<file path="src/rtl/tmr_pkg.sv">
package tmr_pkg;
  localparam int ADR_CFG    = 0;
  localparam int ADR_CMD    = 1;
  localparam int ADR_EVT    = 2;
  localparam int ADR_PERIOD = 3;
  localparam int ADR_COUNT  = 4;
  localparam int ADR_CMP    = 5;

  localparam logic [2:0] MODE_ONCE  = 3'd0;
  localparam logic [2:0] MODE_AUTO  = 3'd1;
  localparam logic [2:0] MODE_FREE  = 3'd2;
  localparam logic [2:0] MODE_EVENT = 3'd3;

  typedef struct packed {
    logic reload;
    logic step;
    logic irqClear;
  } tmrStrobe_t;
endpackage

</file>
<file path="src/rtl/tmr_ctrl.sv">
module tmr_ctrl
  import tmr_pkg::*;
#(
  parameter int CNT_W  = 32,
  parameter int ADDR_W = 3
) (
  input  logic              clk,
  input  logic              rstN,
  input  logic              wrEn,
  input  logic [ADDR_W-1:0] wrAddr,
  input  logic [CNT_W-1:0]  wrData,
  input  logic [ADDR_W-1:0] rdAddr,
  output logic [CNT_W-1:0]  rdData,
  input  logic              cascadeIn,
  input  logic              running,
  input  logic [CNT_W-1:0]  countView,
  output tmrStrobe_t        strb,
  output logic [2:0]        mode,
  output logic [1:0]        irqWidth,
  output logic              irqPol,
  output logic              liveRead,
  output logic              pauseQ,
  output logic [CNT_W-1:0]  periodQ,
  output logic [CNT_W-1:0]  compareQ
);
  localparam int PRE_W = 4;

  logic [1:0]       preCodeQ;
  logic             cascSelQ;
  logic             reloadP, clearP, eventP;
  logic [PRE_W-1:0] preCnt, preLimit;
  logic             canCount, prescaleRun, tick;

  always_comb begin
    case (preCodeQ)
      2'd0:    preLimit = PRE_W'(0);
      2'd1:    preLimit = PRE_W'(1);
      2'd2:    preLimit = PRE_W'(3);
      default: preLimit = PRE_W'(15);
    endcase
  end

  assign canCount    = running && !pauseQ;
  assign prescaleRun = canCount && !cascSelQ && (mode <= MODE_FREE);
  assign tick        = (preCnt >= preLimit);

  always_comb begin
    strb.reload   = reloadP;
    strb.irqClear = clearP;
    if (mode == MODE_EVENT)     strb.step = canCount && eventP;
    else if (mode > MODE_FREE)  strb.step = 1'b0;
    else if (cascSelQ)          strb.step = canCount && cascadeIn;
    else                        strb.step = canCount && tick;
  end

  always_ff @(posedge clk) begin
    if (!rstN) begin
      preCodeQ <= '0;
      mode     <= '0;
      irqPol   <= 1'b0;
      irqWidth <= '0;
      cascSelQ <= 1'b0;
      pauseQ   <= 1'b0;
      liveRead <= 1'b0;
      periodQ  <= '0;
      compareQ <= '0;
      reloadP  <= 1'b0;
      clearP   <= 1'b0;
      eventP   <= 1'b0;
    end else begin
      reloadP <= 1'b0;
      clearP  <= 1'b0;
      eventP  <= 1'b0;
      if (wrEn) begin
        case (wrAddr)
          ADDR_W'(ADR_CFG): begin
            preCodeQ <= wrData[1:0];
            mode     <= wrData[4:2];
            irqPol   <= wrData[5];
            irqWidth <= wrData[7:6];
            cascSelQ <= wrData[8];
          end
          ADDR_W'(ADR_CMD): begin
            reloadP  <= wrData[0];
            pauseQ   <= wrData[1];
            clearP   <= wrData[2];
            liveRead <= wrData[3];
          end
          ADDR_W'(ADR_EVT):    eventP   <= wrData[0];
          ADDR_W'(ADR_PERIOD): periodQ  <= wrData;
          ADDR_W'(ADR_CMP):    compareQ <= wrData;
          default: ;
        endcase
      end
    end
  end

  always_ff @(posedge clk) begin
    if (!rstN)            preCnt <= '0;
    else if (reloadP)     preCnt <= '0;
    else if (prescaleRun) preCnt <= tick ? '0 : preCnt + 1'b1;
  end

  always_comb begin
    rdData = '0;
    case (rdAddr)
      ADDR_W'(ADR_CFG):    rdData[8:0] = {cascSelQ, irqWidth, irqPol, mode, preCodeQ};
      ADDR_W'(ADR_CMD):    rdData[3:0] = {liveRead, 1'b0, pauseQ, 1'b0};
      ADDR_W'(ADR_PERIOD): rdData = periodQ;
      ADDR_W'(ADR_COUNT):  rdData = countView;
      ADDR_W'(ADR_CMP):    rdData = compareQ;
      default:             rdData = '0;
    endcase
  end
endmodule

</file>
<file path="src/rtl/tmr_datapath.sv">
module tmr_datapath
  import tmr_pkg::*;
#(
  parameter int CNT_W = 32
) (
  input  logic             clk,
  input  logic             rstN,
  input  tmrStrobe_t       strb,
  input  logic [2:0]       mode,
  input  logic [1:0]       irqWidth,
  input  logic             irqPol,
  input  logic             liveRead,
  input  logic [CNT_W-1:0] periodQ,
  input  logic [CNT_W-1:0] compareQ,
  output logic [CNT_W-1:0] countQ,
  output logic [CNT_W-1:0] cmpQ,
  output logic             running,
  output logic [CNT_W-1:0] countView,
  output logic             pwmOut,
  output logic             irqOut,
  output logic             tcOut
);
  localparam int IRQ_W = 3;

  logic [CNT_W-1:0] cntN, cmpN, snapQ;
  logic             runN, pwmN, fire;
  logic             irqAct;
  logic [IRQ_W-1:0] irqLeft, irqLen;

  always_comb begin
    cntN = countQ;
    cmpN = cmpQ;
    runN = running;
    pwmN = pwmOut;
    fire = 1'b0;
    if (strb.reload) begin
      cntN = periodQ;
      cmpN = compareQ;
      runN = 1'b1;
      pwmN = 1'b0;
    end else if (strb.step) begin
      if (countQ == '0) begin
        if (mode == MODE_AUTO) begin
          cntN = periodQ;
          cmpN = compareQ;
          pwmN = 1'b0;
        end else if (mode == MODE_FREE) begin
          cntN = countQ - 1'b1;
        end else begin
          runN = 1'b0;
        end
      end else begin
        cntN = countQ - 1'b1;
        if (cntN == cmpQ && mode != MODE_FREE) pwmN = 1'b1;
        if (cntN == '0) begin
          pwmN = 1'b0;
          fire = 1'b1;
          if (mode == MODE_ONCE || mode == MODE_EVENT) runN = 1'b0;
        end
      end
    end
  end

  always_ff @(posedge clk) begin
    if (!rstN) begin
      countQ  <= '0;
      cmpQ    <= '0;
      running <= 1'b0;
      pwmOut  <= 1'b0;
      tcOut   <= 1'b0;
      snapQ   <= '0;
    end else begin
      countQ  <= cntN;
      cmpQ    <= cmpN;
      running <= runN;
      pwmOut  <= pwmN;
      tcOut   <= fire;
      if (liveRead) snapQ <= countQ;
    end
  end

  always_comb begin
    case (irqWidth)
      2'd1:    irqLen = IRQ_W'(1);
      2'd2:    irqLen = IRQ_W'(3);
      2'd3:    irqLen = IRQ_W'(7);
      default: irqLen = '0;
    endcase
  end

  always_ff @(posedge clk) begin
    if (!rstN) begin
      irqAct  <= 1'b0;
      irqLeft <= '0;
    end else if (fire) begin
      irqAct  <= 1'b1;
      irqLeft <= irqLen;
    end else if (strb.irqClear) begin
      irqAct  <= 1'b0;
    end else if (irqAct && irqWidth != 2'd0) begin
      if (irqLeft == '0) irqAct <= 1'b0;
      else               irqLeft <= irqLeft - 1'b1;
    end
  end

  assign countView = liveRead ? countQ : snapQ;
  assign irqOut    = irqAct ^ irqPol;
endmodule

</file>
<file path="src/rtl/dcnt_pwm_timer.sv">
module dcnt_pwm_timer
  import tmr_pkg::*;
#(
  parameter int CNT_W  = 32,
  parameter int ADDR_W = 3
) (
  input  logic              clk,
  input  logic              rstN,
  input  logic              wrEn,
  input  logic [ADDR_W-1:0] wrAddr,
  input  logic [CNT_W-1:0]  wrData,
  input  logic [ADDR_W-1:0] rdAddr,
  output logic [CNT_W-1:0]  rdData,
  input  logic              cascadeIn,
  output logic              pwmOut,
  output logic              irqOut,
  output logic              tcOut
);
  tmrStrobe_t       strb;
  logic [2:0]       modeQ;
  logic [1:0]       widthQ;
  logic             polQ, liveQ, pauseQ, runQ;
  logic [CNT_W-1:0] periodQ, compareQ, countQ, cmpQ, countView;

  tmr_ctrl #(.CNT_W(CNT_W), .ADDR_W(ADDR_W)) ctrl_i (
    .clk(clk), .rstN(rstN), .wrEn(wrEn), .wrAddr(wrAddr), .wrData(wrData),
    .rdAddr(rdAddr), .rdData(rdData), .cascadeIn(cascadeIn),
    .running(runQ), .countView(countView), .strb(strb), .mode(modeQ),
    .irqWidth(widthQ), .irqPol(polQ), .liveRead(liveQ), .pauseQ(pauseQ),
    .periodQ(periodQ), .compareQ(compareQ)
  );

  tmr_datapath #(.CNT_W(CNT_W)) dp_i (
    .clk(clk), .rstN(rstN), .strb(strb), .mode(modeQ), .irqWidth(widthQ),
    .irqPol(polQ), .liveRead(liveQ), .periodQ(periodQ), .compareQ(compareQ),
    .countQ(countQ), .cmpQ(cmpQ), .running(runQ), .countView(countView),
    .pwmOut(pwmOut), .irqOut(irqOut), .tcOut(tcOut)
  );
endmodule

</file>
<file path="config.mk">
export PLATFORM = sky130hd
export DESIGN_NAME = dcnt_pwm_timer
export DESIGN_NICKNAME = d
export VERILOG_FILES = /design/src/rtl/tmr_pkg.sv /design/src/rtl/tmr_ctrl.sv /design/src/rtl/tmr_datapath.sv /design/src/rtl/dcnt_pwm_timer.sv
export SDC_FILE = /design/constraint.sdc
export NUM_CORES = 1
export LEC_CHECK = 0
export ABC_AREA = 1
export CORE_MARGIN = 2
export CORE_UTILIZATION = 60
export DETAILED_ROUTE_END_ITERATION = 10
export DONT_BUFFER_PORTS = 1
export HOLD_SLACK_MARGIN = 0.1
export PLACE_DENSITY = 0.76
export SETUP_SLACK_MARGIN = 0.1
export SLEW_MARGIN = 25
export SYNTH_ARGS = -nofsm -noshare
export SYNTH_HDL_FRONTEND = slang
export SYNTH_SLANG_ARGS = --single-unit
</file>
<file path="constraint.sdc">
create_clock -name clk -period 2.51 [get_ports clk]
set_input_delay 0.1255 -clock clk [delete_from_list [all_inputs] [get_ports clk]]
set_output_delay 0.1255 -clock clk [all_outputs]
set_load 0.05 [all_outputs]
</file>
Word-level counts from Yosys, hierarchy flattened

Index checks and enable logic that the tools add are counted.

Output and inout port bits: 35
Logic and storage cells: 136
Flip-flop bits (word level): 185
Input port bits: 42

Bitwise gates (word level): 2
Add/sub/neg operators: 3
Reductions and logical operators: 41
Magnitude comparators: 3
Equality and inequality tests: 24
Muxes and demuxes: 42

Operator list:

| operator                                            | count |
|---|---|
| two-way mux 32 bit                                  | 10 |
| case mux 23 bit (3 select lines)                    | 1 |
| zero test 32 bit                                    | 2 |
| == test 32 bit                                      | 1 |
| subtractor 32 x 1 -> 32 bit (second input constant) | 1 |
| two-way mux 1 bit                                   | 22 |
| case mux 4 bit (5 select lines)                     | 1 |
| case mux 5 bit (4 select lines)                     | 1 |
| == test 3 x 2 -> 1 bit (second input constant)      | 5 |
| AND reduction 3 bit                                 | 5 |
| nonzero test 3 bit                                  | 5 |
| zero test 3 bit                                     | 4 |
| two-way mux 3 bit                                   | 4 |
| case mux 4 bit (3 select lines)                     | 1 |
| AND reduction 2 bit                                 | 6 |
| nonzero test 2 bit                                  | 5 |
| == test 3 x 1 -> 1 bit (second input constant)      | 3 |
| == test 3 bit (second input constant)               | 3 |
| case mux 3 bit (3 select lines)                     | 1 |
| logical AND 1 bit                                   | 8 |
| == test 2 bit (second input constant)               | 3 |
| != test 3 bit (second input constant)               | 2 |
| AND reduction 5 bit                                 | 1 |
| adder 4 x 1 -> 4 bit (second input constant)        | 1 |
| other kinds (16)                                    | 19 |

Logic depth before layout (Yosys ltp)

Word-level depth: 11
Depth in mapped cells: 18
Depth with buffers taken out: 18

By module

A second synthesis with hierarchy kept.

Cells, all modules: 1,512
Area, all modules: 9,934.5 µm²

Modules (own cells, without submodules):

| module       | cells an instance | seq. area each (µm²) | instances | area each (µm²) |
|---|---|---|---|---|
| tmr_datapath | 955               | 2,062.0              | 1         | 6,102.1 |
| tmr_ctrl     | 557               | 1,641.6              | 1         | 3,832.4 |

Worst setup path after synthesis

No wires, ideal clock.

Kind: input-to-output
From: input rdAddr[1]
To: output rdData[14]
Buffers on the path: 1
Stages on the path: 5
Required time: 2.385 ns
Slack: 0.430 ns
Data arrival time: 1.955 ns
Cells stage by stage: inv_1 -> nor3_1 -> clkinv_1 -> clkbuf_1 -> o221ai_1

Longest elaborated chain between the ends: 2
Elaborated cells on any way between the ends: 4
Those cells by class: 3 x eq/ne; 1 x mux

Ends and longest elaborated chain:

| what                                                           | RTL line             | source |
|---|---|---|
| start: declaration                                             | dcnt_pwm_timer.sv:12 | `input logic [ADDR_W-1:0] rdAddr,` |
| == test 3 bit / == test 3 x 2 -> 1 bit (equally long branches) | tmr_ctrl.sv:106      | `case (rdAddr)` |
| case mux 23 bit (3 select lines) (*)                           | tmr_ctrl.sv:106      |  |
| end: declaration                                               | dcnt_pwm_timer.sv:13 | `output logic [CNT_W-1:0] rdData,` |

Every way passes the cells marked *; elsewhere a longest branch is shown, timed or not.

Worst setup path after layout

From: register dp_i.countQ[5]
To: register dp_i.irqLeft[2]

Longest elaborated chain between the ends: 8
Elaborated cells on any way between the ends: 12
Those cells by class: 1 x add/sub; 2 x eq/ne; 5 x mux; 4 x reduce/logical

Ends and longest elaborated chain:

| what                                                                          | RTL line            | source |
|---|---|---|
| start: declaration                                                            | tmr_datapath.sv:15  | `output logic [CNT_W-1:0] countQ,` |
| start signal: assignment                                                      | tmr_datapath.sv:73  | `countQ <= cntN;` |
| subtractor 32 x 1 -> 32 bit                                                   | tmr_datapath.sv:53  | `cntN = countQ - 1'b1;` |
| zero test 32 bit                                                              | tmr_datapath.sv:55  | `if (cntN == '0) begin` |
| two-way mux 1 bit                                                             | tmr_datapath.sv:55  |  |
| two-way mux 1 bit (*)                                                         | tmr_datapath.sv:42  | `if (countQ == '0) begin` |
| two-way mux 1 bit (*)                                                         | tmr_datapath.sv:41  | `end else if (strb.step) begin` |
| two-way mux 1 bit (*)                                                         | tmr_datapath.sv:36  | `if (strb.reload) begin` |
| != test 2 x 1 -> 1 bit (no line) / nonzero test 2 bit (equally long branches) | -                   |  |
| AND reduction 3 bit (no line)                                                 | -                   |  |
| end signal: assignment                                                        | tmr_datapath.sv:97  | `irqLeft <= irqLen;` |
| end signal: assignment                                                        | tmr_datapath.sv:102 | `else irqLeft <= irqLeft - 1'b1;` |
| end: declaration                                                              | tmr_datapath.sv:28  | `logic [IRQ_W-1:0] irqLeft, irqLen;` |

Marked as above.
A chain may end at the register's enable or synchronous reset.

==> key figures <==
STA
  • Final Hold Viols: 0
  • Period utilisation layout: 94.9%
  • Finish-stage setup viols: 0
  • Setup TNS: 0 ns
  • RSZ-0062 raised after global routing: true
  • Final clock skew: 0.0112 ns
  • Slew Limit Fails: 0
  • Worst slew pin tran: 1.01 ns
  • Minimum clock period: between 2 and 2.5 ns
  • Headroom to the max-slew limit: 32.5%
  • F_max: 420 MHz

Critical path
  • Critical R2R Capture: dp_i.irqLeft[2]$_SDFFE_PN0P_
  • Critical Path AT: 2.70 ns
  • Delay-heaviest family, CP: simple AND/OR/NAND/NOR gates
  • Critical R2R Launch: dp_i.countQ[5]$_SDFFE_PN0P_
  • CP Launch Type: register
  • R2R cell count: 13
  • Start point of the critical path: dp_i.countQ[5]$_SDFFE_PN0P_
  • Worst Path Required: roughly 2.8 ns
  • Most common cell on crit path: nand2_1
  • Crit path to: dp_i.irqLeft[2]$_SDFFE_PN0P_
  • Crit end category: register
  • Slowest CP cell: dfxtp_1
  • Reg2reg setup slack: 0.13 ns
  • Worst path max stage delay: 0.36 ns
  • Cells along the critical path: nor2_2, nand2_1, nor2_4, nand2_1, o21ai_0, nand2_1, nor2_1, nand2_2, nor2_4, nand4_1, buf_4, o21ai_0, a21oi_1
  • Critical path depth: 13
  • Worst path bufs/invs: 1
  • Kind of critical path: register to register
  • Maximum fanout along the worst path: 6

Synth
  • Sequential-to-total area share from yosys stat: 40.5%
  • Commonest cells post-synth: nand2_1 (300), nor2_1 (232), dfxtp_1 (185)
  • Post-synth EDFFs: 0
  • Ys Warns: 0
  • Synth Flop Type: dfxtp_1
  • Synthesized Nets: 1418
  • Synthesis-stage register bit count: 185
  • Synth cell types: 34
  • Synth Instances: about 1400
  • Post-synth design cell area: 9150 µm²
  • Most common cell in the netlist: nand2_1
  • Most area-consuming cells after synthesis: dfxtp_1 (40%), nand2_1 (12%), nor2_1 (9.5%)
  • Synth top area share: around 40%
  • Avg Cell Area, Syn: ~6.7 µm²
  • Ys async rst share: 0%
  • Leading area contributor after synthesis: dfxtp_1

Finish
  • Syn-to-layout area delta: 19.0%
  • Layout cells sized above 1: 11.1%
  • Nets: 1482
  • Final instance area: 10900 µm²
  • Ant diodes: 0

CTS
  • Worst skew pair latency: 0.44 ns
  • Clock sink total: about 190
  • CTS clk-pin slew, worst paths: around 0.070 ns
  • Root buf cell: clkbuf_16
  • Num CTS Buffers: 17
  • Htree depth: 4
  • CTS Buffer Depth: 2
  • CTS tree: built

Global route
  • GR Overflow Total: 0
  • Initial antenna violation count: 0
  • All-Layer GR Usage: 37.1%
  • Largest net degree at the start of global routing: 124
  • Vias in the first global route: between 8000 and 9000
  • First-pass GRT wire length: 46900 µm

Detailed routing
  • Drt wl/cell: about 18 µm
  • Number of remaining DRC errors: 0
  • WL final: 30100 µm
  • DRT Pass-1 Iters: 6
  • Via/cell ratio: 6.02
  • Post-route ant nets: 0
  • Initial DRC count: 1347
  • Via count: 9824

Pwr
  • Clk pwr share: a little under two fifths
  • Internal: between 4 and 5 mW
  • Switching power share of the total: 32.9%
  • Sequential share of power: a little over two fifths
  • Pwr Total: 7.17 mW
  • Comb power frac: approximately a fifth
  • Switch Pwr: about 2.4 mW
  • Pleak: about 4.7 nW
  • PwrDens: 659 nW/µm²
  • Worst vdd ir: 0.497 mV

Placed design
  • Placement Cell Area: 9670 µm²
  • Placer's final routability congestion estimate: 1.04
  • Final HPWL DP: roughly 21000 µm
  • Port-buffer cells: 0

Floorplanning
  • Top Ports: 77
  • Die X: 128 µm
  • Core Area: 15000 µm²
  • Initial Utilization: 60.9%
  • DIE AREA: 16300 µm²
  • Die H: 128 µm
  • Std-Cell Rows: 45

Min path
  • Worst Hold Class: input pin to register

Run status
  • Outcome: finished, final reports clean

Job
  • Max Cap Viol: 0
worst register-to-register path: cells and delay by family (launching register included):
family                 cells  cell delay [ns]
flip-flops                 1             0.36
buffers and inverters      1             0.21
AO/OA/AOI/OAI              3             0.36
AND/OR/NAND/NOR            9             1.35
final cells by class:
| class | count | area [µm²] |
|---|---|---|
| multi-input combinational | 994 | 4870 |
| fill | 1227 | 4150 |
| sequential | 185 | 3710 |
| timing repair buffer | 111 | 1010 |
| inverter | 122 | 460 |
| clock buffer | 17 | 425 |
| tap | 188 | 235 |
| clock inverter | 15 | 180 |
per-stage QoR:
step                      hold slack, ns  setup WS [ns]  util [%]  instances
after global routing               0.161        -0.0184      72.4       1632
after detailed placement           0.207       0.000871      64.3       1551
after floorplan                    0.202          0.430         -       1367
after global placement             0.210         0.0312      64.3       1551
after CTS                          0.136          0.110      71.4       1627
final                              0.141          0.129      72.4       1632
state kept, by name, summed over array words and instances, names as in the netlist:
register	cells
ctrl_i.compareQ	32
ctrl_i.periodQ	32
dp_i.cmpQ	32
dp_i.countQ	32
dp_i.snapQ	32
ctrl_i.preCnt	4
ctrl_i.mode	3
dp_i.irqLeft	3
ctrl_i.irqWidth	2
ctrl_i.preCodeQ	2
ctrl_i.cascSelQ	1
ctrl_i.clearP	1
ctrl_i.eventP	1
ctrl_i.irqPol	1
ctrl_i.liveRead	1
ctrl_i.pauseQ	1
ctrl_i.reloadP	1
dp_i.irqAct	1
dp_i.pwmOut	1
dp_i.running	1
dp_i.tcOut	1
cells by family after synthesis:
kind of cell | Yosys count | synth area share [%]
compound gates | 324 | 19.4
simple gates | 634 | 28.4
fa+ha+maj | 9 | 1.23
xor+xnor | 27 | 2.67
flops | 185 | 40.5
buf+inv | 188 | 7.82
power by group through the flow:
stage / clock network [mW] / logic (mW) / registers [mW]
5_1_grt: 2.83 / 1.54 / 3.08
3_3_place_gp: 0 / 1.18 / 3.13
2_1_floorplan: 0 / 0.901 / 3.11
6_report: 2.69 / 1.41 / 3.08
4_1_cts: 2.70 / 1.31 / 3.07
3_5_place_dp: 0 / 1.20 / 3.14
placed cells by master, fill, tap and decap left out, drive strengths merged:
master	synthesis	layout
and3	1	1
dfxtp	185	185
o21ai	178	178
nor3b	1	1
o221ai	17	17
nand3b	1	1
or2	1	1
clkinvlp	0	1
ha	9	9
o2111ai	7	7
nand3	52	52
a31oi	20	20
o211ai	11	11
inv	121	127
o22ai	2	2
a21oi	87	87
xor2	27	27
clkinv	1	9
nor4	2	2
nor2	247	247
nand4	16	16
dlygate4sd3	0	42
clkbuf	53	17
buf	13	69
a311oi	2	2
nand2	305	305
nor3	8	8
worst min path at each step:
stage          cells past startpoint                               end  slack [ns]       from
2_1_floorplan                      1          ctrl_i.eventP$_SDFF_PN0_        0.20  wrAddr[0]
3_3_place_gp                       1          ctrl_i.eventP$_SDFF_PN0_        0.21  wrAddr[0]
3_5_place_dp                       1          ctrl_i.eventP$_SDFF_PN0_        0.21  wrAddr[0]
4_1_cts                            3  ctrl_i.compareQ[15]$_SDFFE_PN0P_        0.14       rstN
5_1_grt                            3   ctrl_i.periodQ[17]$_SDFFE_PN0P_        0.16       rstN
6_report                           3   ctrl_i.periodQ[29]$_SDFFE_PN0P_        0.14       rstN
routing by layer:
metal | track usage (%) | share of wire, % | up-vias | routed length [µm]
li1 | - | - | 4616 | -
met1 | 56.5 | 44 | 4475 | 13300
met2 | 51.3 | 41 | 662 | 12300
met3 | 8.63 | 12 | 71 | 3680
met4 | 12.4 | 2.7 | 0 | 821
met5 | 0 | 0 | - | 0
timing repair:
| item | in CTS | in global routing |
|---|---|---|
| setup endpoints to repair | 10 | 26 |
| gates resized for setup | 4 | 32 |
| pin swaps | 3 | 6 |
| hold endpoints to repair | 140 | 0 |
| buffers inserted | 1 | 5 |
| hold buffers | 43 | 0 |
No activity file was read; power rests on OpenSTA's default activity.
